===== src/rtl/accum_pkg.sv =====
package accum_pkg;

    localparam int ACC_W_DEF = 16;
    localparam int CHR_W_DEF = 8;

    // register-reference instruction bit positions (decoded by the sequencer too)
    localparam int BIT_ZAC   = 11;
    localparam int BIT_ZE    = 10;
    localparam int BIT_NAC   = 9;
    localparam int BIT_NE    = 8;
    localparam int BIT_ROR   = 7;
    localparam int BIT_ROL   = 6;
    localparam int BIT_INC   = 5;
    localparam int BIT_SKPOS = 4;
    localparam int BIT_SKNEG = 3;
    localparam int BIT_SKZ   = 2;
    localparam int BIT_SKEZ  = 1;
    localparam int BIT_HALT  = 0;
    // I/O instruction bit for the character load
    localparam int BIT_CHIN  = 11;

    typedef enum logic [3:0] {
        OP_IDLE,
        OP_ANDD,
        OP_ADDD,
        OP_LOADD,
        OP_CHIN,
        OP_ZAC,
        OP_ZE,
        OP_NAC,
        OP_NE,
        OP_ROR,
        OP_ROL,
        OP_INC
    } acop_e;

    typedef struct packed {
        acop_e op;
        logic  ac_ld;
        logic  ac_inr;
        logic  ac_clr;
        logic  e_wr;
        logic  rr_act;
    } acctl_t;

endpackage


===== src/rtl/accum_decode.sv =====
module accum_decode
    import accum_pkg::*;
(
    input  logic [7:0]  op_dec_i,
    input  logic        indirect_i,
    input  logic        exec_stb_i,
    input  logic        reg_stb_i,
    input  logic [11:5] ir_hi_i,
    output acctl_t      ctl_o
);

    logic rr_act;
    logic io_act;

    assign rr_act = reg_stb_i & op_dec_i[7] & ~indirect_i;
    assign io_act = reg_stb_i & op_dec_i[7] &  indirect_i;

    always_comb begin
        ctl_o        = '0;
        ctl_o.op     = OP_IDLE;
        ctl_o.rr_act = rr_act;

        if (exec_stb_i) begin
            if      (op_dec_i[0]) ctl_o.op = OP_ANDD;
            else if (op_dec_i[1]) ctl_o.op = OP_ADDD;
            else if (op_dec_i[2]) ctl_o.op = OP_LOADD;
        end else if (rr_act) begin
            // highest-numbered set bit wins
            if      (ir_hi_i[BIT_ZAC]) ctl_o.op = OP_ZAC;
            else if (ir_hi_i[BIT_ZE])  ctl_o.op = OP_ZE;
            else if (ir_hi_i[BIT_NAC]) ctl_o.op = OP_NAC;
            else if (ir_hi_i[BIT_NE])  ctl_o.op = OP_NE;
            else if (ir_hi_i[BIT_ROR]) ctl_o.op = OP_ROR;
            else if (ir_hi_i[BIT_ROL]) ctl_o.op = OP_ROL;
            else if (ir_hi_i[BIT_INC]) ctl_o.op = OP_INC;
        end else if (io_act) begin
            if (ir_hi_i[BIT_CHIN]) ctl_o.op = OP_CHIN;
        end

        unique case (ctl_o.op)
            OP_ANDD, OP_ADDD, OP_LOADD, OP_CHIN,
            OP_NAC, OP_ROR, OP_ROL:  ctl_o.ac_ld  = 1'b1;
            OP_INC:                  ctl_o.ac_inr = 1'b1;
            OP_ZAC:                  ctl_o.ac_clr = 1'b1;
            default: ;
        endcase

        unique case (ctl_o.op)
            OP_ADDD, OP_ZE, OP_NE, OP_ROR, OP_ROL: ctl_o.e_wr = 1'b1;
            default: ;
        endcase
    end

endmodule


===== src/rtl/accum_alu.sv =====
module accum_alu
    import accum_pkg::*;
#(
    parameter int ACC_W = ACC_W_DEF,
    parameter int CHR_W = CHR_W_DEF
)(
    input  acop_e              op_i,
    input  logic [ACC_W-1:0]   ac_i,
    input  logic               e_i,
    input  logic [ACC_W-1:0]   dr_i,
    input  logic [CHR_W-1:0]   inpr_i,
    output logic [ACC_W-1:0]   ac_nx_o,
    output logic               e_nx_o
);

    localparam int MSB = ACC_W - 1;

    logic [ACC_W:0]   cy;
    logic [ACC_W-1:0] ic;
    logic [ACC_W-1:0] and_v, sum_v, inc_v, ror_v, rol_v, chin_v;

    assign cy[0] = 1'b0;
    assign ic[0] = 1'b1;

    for (genvar i = 0; i < ACC_W; i++) begin : g_stage
        assign and_v[i]  = ac_i[i] & dr_i[i];
        assign sum_v[i]  = ac_i[i] ^ dr_i[i] ^ cy[i];
        assign cy[i+1]   = (ac_i[i] & dr_i[i]) | (cy[i] & (ac_i[i] ^ dr_i[i]));
        assign inc_v[i]  = ac_i[i] ^ ic[i];
        if (i < MSB) begin : g_ichain
            assign ic[i+1] = ac_i[i] & ic[i];
        end
        if (i == MSB) begin : g_rtop
            assign ror_v[i] = e_i;
        end else begin : g_rmid
            assign ror_v[i] = ac_i[i+1];
        end
        if (i == 0) begin : g_lbot
            assign rol_v[i] = e_i;
        end else begin : g_lmid
            assign rol_v[i] = ac_i[i-1];
        end
        if (i < CHR_W) begin : g_chr
            assign chin_v[i] = inpr_i[i];
        end else begin : g_keep
            assign chin_v[i] = ac_i[i];
        end
    end

    always_comb begin
        ac_nx_o = ac_i;
        e_nx_o  = e_i;
        unique case (op_i)
            OP_ANDD:  ac_nx_o = and_v;
            OP_ADDD:  begin ac_nx_o = sum_v; e_nx_o = cy[ACC_W]; end
            OP_LOADD: ac_nx_o = dr_i;
            OP_CHIN:  ac_nx_o = chin_v;
            OP_ZAC:   ac_nx_o = '0;
            OP_ZE:    e_nx_o  = 1'b0;
            OP_NAC:   ac_nx_o = ~ac_i;
            OP_NE:    e_nx_o  = ~e_i;
            OP_ROR:   begin ac_nx_o = ror_v; e_nx_o = ac_i[0]; end
            OP_ROL:   begin ac_nx_o = rol_v; e_nx_o = ac_i[MSB]; end
            OP_INC:   ac_nx_o = inc_v;
            default:  ;
        endcase
    end

endmodule


===== src/rtl/accum_skip.sv =====
module accum_skip
    import accum_pkg::*;
#(
    parameter int ACC_W = ACC_W_DEF
)(
    input  logic             rr_act_i,
    input  logic [4:0]       ir_lo_i,
    input  logic [ACC_W-1:0] ac_i,
    input  logic             e_i,
    output logic             skip_o,
    output logic             halt_o
);

    logic ac_zero;
    logic [3:0] hit;

    assign ac_zero = ~|ac_i;

    always_comb begin
        hit[0] = ir_lo_i[BIT_SKEZ]  & ~e_i;
        hit[1] = ir_lo_i[BIT_SKZ]   &  ac_zero;
        hit[2] = ir_lo_i[BIT_SKNEG] &  ac_i[ACC_W-1];
        hit[3] = ir_lo_i[BIT_SKPOS] & ~ac_i[ACC_W-1];
        skip_o = rr_act_i & (|hit);
        halt_o = rr_act_i & ir_lo_i[BIT_HALT];
    end

endmodule


===== src/rtl/accum_unit.sv =====
module accum_unit
    import accum_pkg::*;
#(
    parameter int ACC_W = ACC_W_DEF,
    parameter int CHR_W = CHR_W_DEF
)(
    input  logic               clk,
    input  logic               rst_n,
    input  logic [7:0]         op_dec_i,
    input  logic               indirect_i,
    input  logic               exec_stb_i,
    input  logic               reg_stb_i,
    input  logic [11:0]        ir_low_i,
    input  logic [ACC_W-1:0]   dr_i,
    input  logic [CHR_W-1:0]   inpr_i,
    output logic [ACC_W-1:0]   ac_o,
    output logic               e_o,
    output logic               skip_o,
    output logic               halt_o
);

    typedef struct packed {
        logic [ACC_W-1:0] ac;
        logic             e;
    } accst_t;

    accst_t st_d, st_q;
    acctl_t ctl;
    logic [ACC_W-1:0] alu_ac;
    logic             alu_e;

    accum_decode u_decode (
        .op_dec_i   (op_dec_i),
        .indirect_i (indirect_i),
        .exec_stb_i (exec_stb_i),
        .reg_stb_i  (reg_stb_i),
        .ir_hi_i    (ir_low_i[11:5]),
        .ctl_o      (ctl)
    );

    accum_alu #(.ACC_W(ACC_W), .CHR_W(CHR_W)) u_alu (
        .op_i    (ctl.op),
        .ac_i    (st_q.ac),
        .e_i     (st_q.e),
        .dr_i    (dr_i),
        .inpr_i  (inpr_i),
        .ac_nx_o (alu_ac),
        .e_nx_o  (alu_e)
    );

    accum_skip #(.ACC_W(ACC_W)) u_skip (
        .rr_act_i (ctl.rr_act),
        .ir_lo_i  (ir_low_i[4:0]),
        .ac_i     (st_q.ac),
        .e_i      (st_q.e),
        .skip_o   (skip_o),
        .halt_o   (halt_o)
    );

    always_comb begin
        st_d = st_q;
        if (ctl.ac_clr)                   st_d.ac = '0;
        else if (ctl.ac_ld || ctl.ac_inr) st_d.ac = alu_ac;
        if (ctl.e_wr)                     st_d.e  = alu_e;
    end

    always_ff @(posedge clk or negedge rst_n) begin
        if (!rst_n) st_q <= '0;
        else        st_q <= st_d;
    end

    assign ac_o = st_q.ac;
    assign e_o  = st_q.e;

    // port-level view of a register-reference cycle, for the checks below
    logic rr_seen;
    assign rr_seen = reg_stb_i & op_dec_i[7] & ~indirect_i;

    assert_add_carry_R3: assert property (@(posedge clk) disable iff (!rst_n)
        (exec_stb_i && op_dec_i == 8'h02) |=>
        ({e_o, ac_o} == ({1'b0, $past(ac_o)} + {1'b0, $past(dr_i)})));

    assert_clear_acc_R6: assert property (@(posedge clk) disable iff (!rst_n)
        (rr_seen && ir_low_i[BIT_ZAC]) |=> (ac_o == '0));

    assert_inc_wrap_R10: assert property (@(posedge clk) disable iff (!rst_n)
        (rr_seen && ir_low_i[11:5] == 7'b0000001) |=>
        (ac_o == $past(ac_o) + 1'b1) && (e_o == $past(e_o)));

    assert_ror_link_R8: assert property (@(posedge clk) disable iff (!rst_n)
        (rr_seen && ir_low_i[11:7] == 5'b00001) |=>
        (e_o == $past(ac_o[0])) && (ac_o[ACC_W-1] == $past(e_o)));

    assert_idle_hold_R14: assert property (@(posedge clk) disable iff (!rst_n)
        (!exec_stb_i && !reg_stb_i) |=> ($stable(ac_o) && $stable(e_o)));

    assert_skip_gate_R12: assert property (@(posedge clk) disable iff (!rst_n)
        (!reg_stb_i) |-> (!skip_o && !halt_o));

endmodule


===== config.mk =====
export PLATFORM = sky130hd
export DESIGN_NAME = accum_unit
export DESIGN_NICKNAME = d
export VERILOG_FILES = /design/src/rtl/accum_pkg.sv /design/src/rtl/accum_decode.sv /design/src/rtl/accum_alu.sv /design/src/rtl/accum_skip.sv /design/src/rtl/accum_unit.sv
export SDC_FILE = /design/constraint.sdc
export NUM_CORES = 1
export LEC_CHECK = 0
export BUFFER_PORTS_ARGS = -buffer_cell sky130_fd_sc_hd__buf_2
export CAP_MARGIN = 20
export CORE_MARGIN = 5
export CORE_UTILIZATION = 56
export DETAILED_ROUTE_END_ITERATION = 16
export MAX_ROUTING_LAYER = met4
export PLACE_DENSITY = 0.84
export SYNTH_ARGS = -nofsm -noshare
export SYNTH_HDL_FRONTEND = slang
export SYNTH_SLANG_ARGS = --single-unit

===== constraint.sdc =====
create_clock -name clk -period 9.2 [get_ports clk]
set_input_delay 0.46 -clock clk [delete_from_list [all_inputs] [get_ports clk]]
set_output_delay 0.46 -clock clk [all_outputs]
set_load 0.01 [all_outputs]

==> impl_metrics.toml <==
[placement]
place_ws_ps = 1750
dpl.cell_count = 489
place.gp.congestion = 0.959
io_buffer_count = 63
dp_hpwl_um = 6960
place_area_mm2 = 0.00331

[timing]
fmax_mhz = 135
worst_slack_ps = 1770
drv_slew = 0
fin_crit_ps = 7430
finalSetupViolCount = 0
final.setup.tns_ps = 0
layout_worst_path_cycle_share_pct = 80.7
timing.slew.headroom_pct = 39.3
clock_skew_ps = 6.77
rsz0062_at_grt = "false"
tightest_slew_ps = 907
hold_viol_final = 0

[power]
comb_power_share_pct = 54.3
leakage_nw = 1.50
ir_worst_vdd_mv = 0.0759
power_density_mw_per_mm2 = 140
report.power.total_mw = 0.472
internal_power_mw = 0.238
seqPwrFrac_pct = 32.0
power_switching_mw = 0.234
swShare_pct = 49.5
p_clk_share_pct = 13.7

[grt]
grt_pass1_wl_um = 16300
grt_overflow_total = 0
grt_max_degree = 50
grt_antenna_before_repair = 0
grt_pass1_vias = 3315
grt.total_usage_pct = 29.1

[worst_setup_path]
path_class = "reg -> reg"
path_cells = "inv_1 -> fa_1 -> fa_1 -> fa_1 -> fa_1 -> fa_1 -> fa_1 -> fa_1 -> fa_1 -> fa_1 -> fa_1 -> fa_1 -> fa_1 -> fa_1 -> fa_1 -> fa_1 -> o311ai_0 -> a21oi_1 -> a211oi_1"
critPathMaxFanout = 8
required_ps = 9380
end_kind = "flop"
cp.arrival_ps = 7610
start_kind = "flop"
worst-path-buf-inv = 1
max_stage_delay_ps = 510
critPathSlowestCell = "dfrtp_1"
critPathMostFrequentCell = "fa_1"
cp_top_family = "adder cells"

[final_layout]
regArea_um2 = 425
fillers = 455
stdcell_area_mm2 = 0.00337
post_route_cells_drive_above_1_share_pct = 18.6
fin_cells = 494
syn2layout_area_growth_pct = 12.2
antenna_cells = 0
final_net_count = 520
multiInputGateArea_mm2 = 0.00233

[clock_network]
ctsHoldBuffers = 0
clock-sinks = 17
htree_levels = 1
cts_tree = "done"
cts_resized = 0
cts_setup_buffers = 0
clk-insertion-delay-late_ps = 270
path_clk_slew_ps = 90
cts_root_buf = "clkbuf_8"
cts_buffers = 3
clockBufferDepth = 2

[yosys]
yosys-top-cells-area = "dfrtp_1, ha_1, fa_1"
synth_flop_cell = "dfrtp_1"
async_reset_ff_share_pct = 100
yosysUniqueCellTypes = 59
yosys.area.top_type = "dfrtp_1"
synthCells = 377
yosysTopAreaCellShare_pct = 14.2
post_synth.cell_area_avg_um2 = 7.97
ys_seq_elements = 17
syn_area_mm2 = 0.00300
syn_nets = 472
yosysSeqAreaShare_pct = 14.2
synth_common_cells = "o21ai_0, inv_1, ha_1"
synth_edf_count = 0
synth_most_common_cell = "o21ai_0"
yosysWarnings = 0

[route]
ant_nets = 0
drt_iter0_drc = 537
vias = 3463
post-route-drc-count = 0
first_pass_iters = 5
routedWlPerCell_um = 20.4
routed_via_density = 7.01
postRouteWirelength_um = 10100

[floorplanning]
core_area_mm2 = 0.00517
die_h_um = 83.2
initial_core_util_pct = 58.1
boundaryPins = 68
std_cell_rows = 26
die_w_um = 83.2
dieArea_mm2 = 0.00693

[run]
cap_viol_max_count = 0

[hold_path]
hold_path_class = "in -> async"

[run_status]
outcome = "finished, final reports clean"
==> state kept, by name, summed over array words and instances (netlist names) <==
name	cells
e_o	1
ac_o	16
==> worst reg2reg max path: stages, from the launching register on <==
cell and delay (ps):
dfrtp_1 510, inv_1 150, fa_1 420, fa_1 380, fa_1 380, fa_1 380, fa_1 390, fa_1 380
fa_1 410, fa_1 430, fa_1 430, fa_1 410, fa_1 400, fa_1 400, fa_1 390, fa_1 450
fa_1 390, o311ai_0 340, a21oi_1 120, a211oi_1 190
==> path summary, 6_finish.rpt <==
check	startpoint	cells after the start	slack, ps	endpoint
hold reg to reg	ac_o[0]$_DFFE_PN0P_	2	690	e_o$_DFFE_PN0P_
max in group asynchronous	rst_n	1	8700	ac_o[5]$_DFFE_PN0P_
setup / recovery	ac_o[1]$_DFFE_PN0P_	19	1770	e_o$_DFFE_PN0P_
setup reg to reg	ac_o[1]$_DFFE_PN0P_	19	1770	e_o$_DFFE_PN0P_
min in group clk	dr_i[0]	5	570	ac_o[0]$_DFFE_PN0P_
hold / removal	rst_n	1	150	ac_o[9]$_DFFE_PN0P_
==> per-layer routing <==
metal | wire [µm] | global-route usage [%] | up-vias
li1 | - | - | 1524
met1 | 3960 | 38.6 | 1632
met2 | 4600 | 43.7 | 270
met3 | 1270 | 5.74 | 37
met4 | 261 | 11.1 | 0
met5 | 0 | - | -
==> cells by family after synthesis <==
| logic type | count (synthesis) | synth area share, % |
|---|---|---|
| compound gates | 155 | 36.0 |
| simple gates | 93 | 16.1 |
| buf+inv | 58 | 8.20 |
| fa+ha+maj | 46 | 22.9 |
| flops | 17 | 14.2 |
| mux | 8 | 2.67 |
==> power groups by stage <==
stage	Clock (mW)	Combinational (mW)	Sequential (mW)
detailed placement	0	0.249	0.149
floorplan	0	0.162	0.143
CTS	0.0631	0.252	0.148
finish	0.0644	0.256	0.151
global route	0.0648	0.288	0.155
global placement	0	0.242	0.147
==> layout make-up <==
| class | instances | area share (%) |
|---|---|---|
| clock buffers | 4 | 1.34 |
| flip-flops and latches | 17 | 12.6 |
| well taps | 70 | 2.60 |
| repair buffers | 67 | 10.5 |
| multi-input cells | 302 | 69.2 |
| inverters | 34 | 3.79 |
==> placed cells by master, fill, tap and decap left out, types with 6 or more instances in the layout <==
cell and count:
buf_2 63, o21ai_0 37, inv_1 34, ha_1 31
a21oi_1 25, nand2_1 22, nor2_1 19, nand3_1 17
dfrtp_1 17, nor3_1 16, fa_1 15, a22oi_1 10
a221oi_1 9, o32ai_1 9, a211oi_1 8, mux2i_1 8
o22ai_1 8, a31oi_1 6
==> through the flow <==
stage               hold slack (ps)  utilization [%]
floorplan                       164                -
global placement                435             64.0
detailed placement              449             64.0
CTS                             163             64.9
global route                    186             65.2
finish                          149             65.2
(Power assumes the default switching activity.)
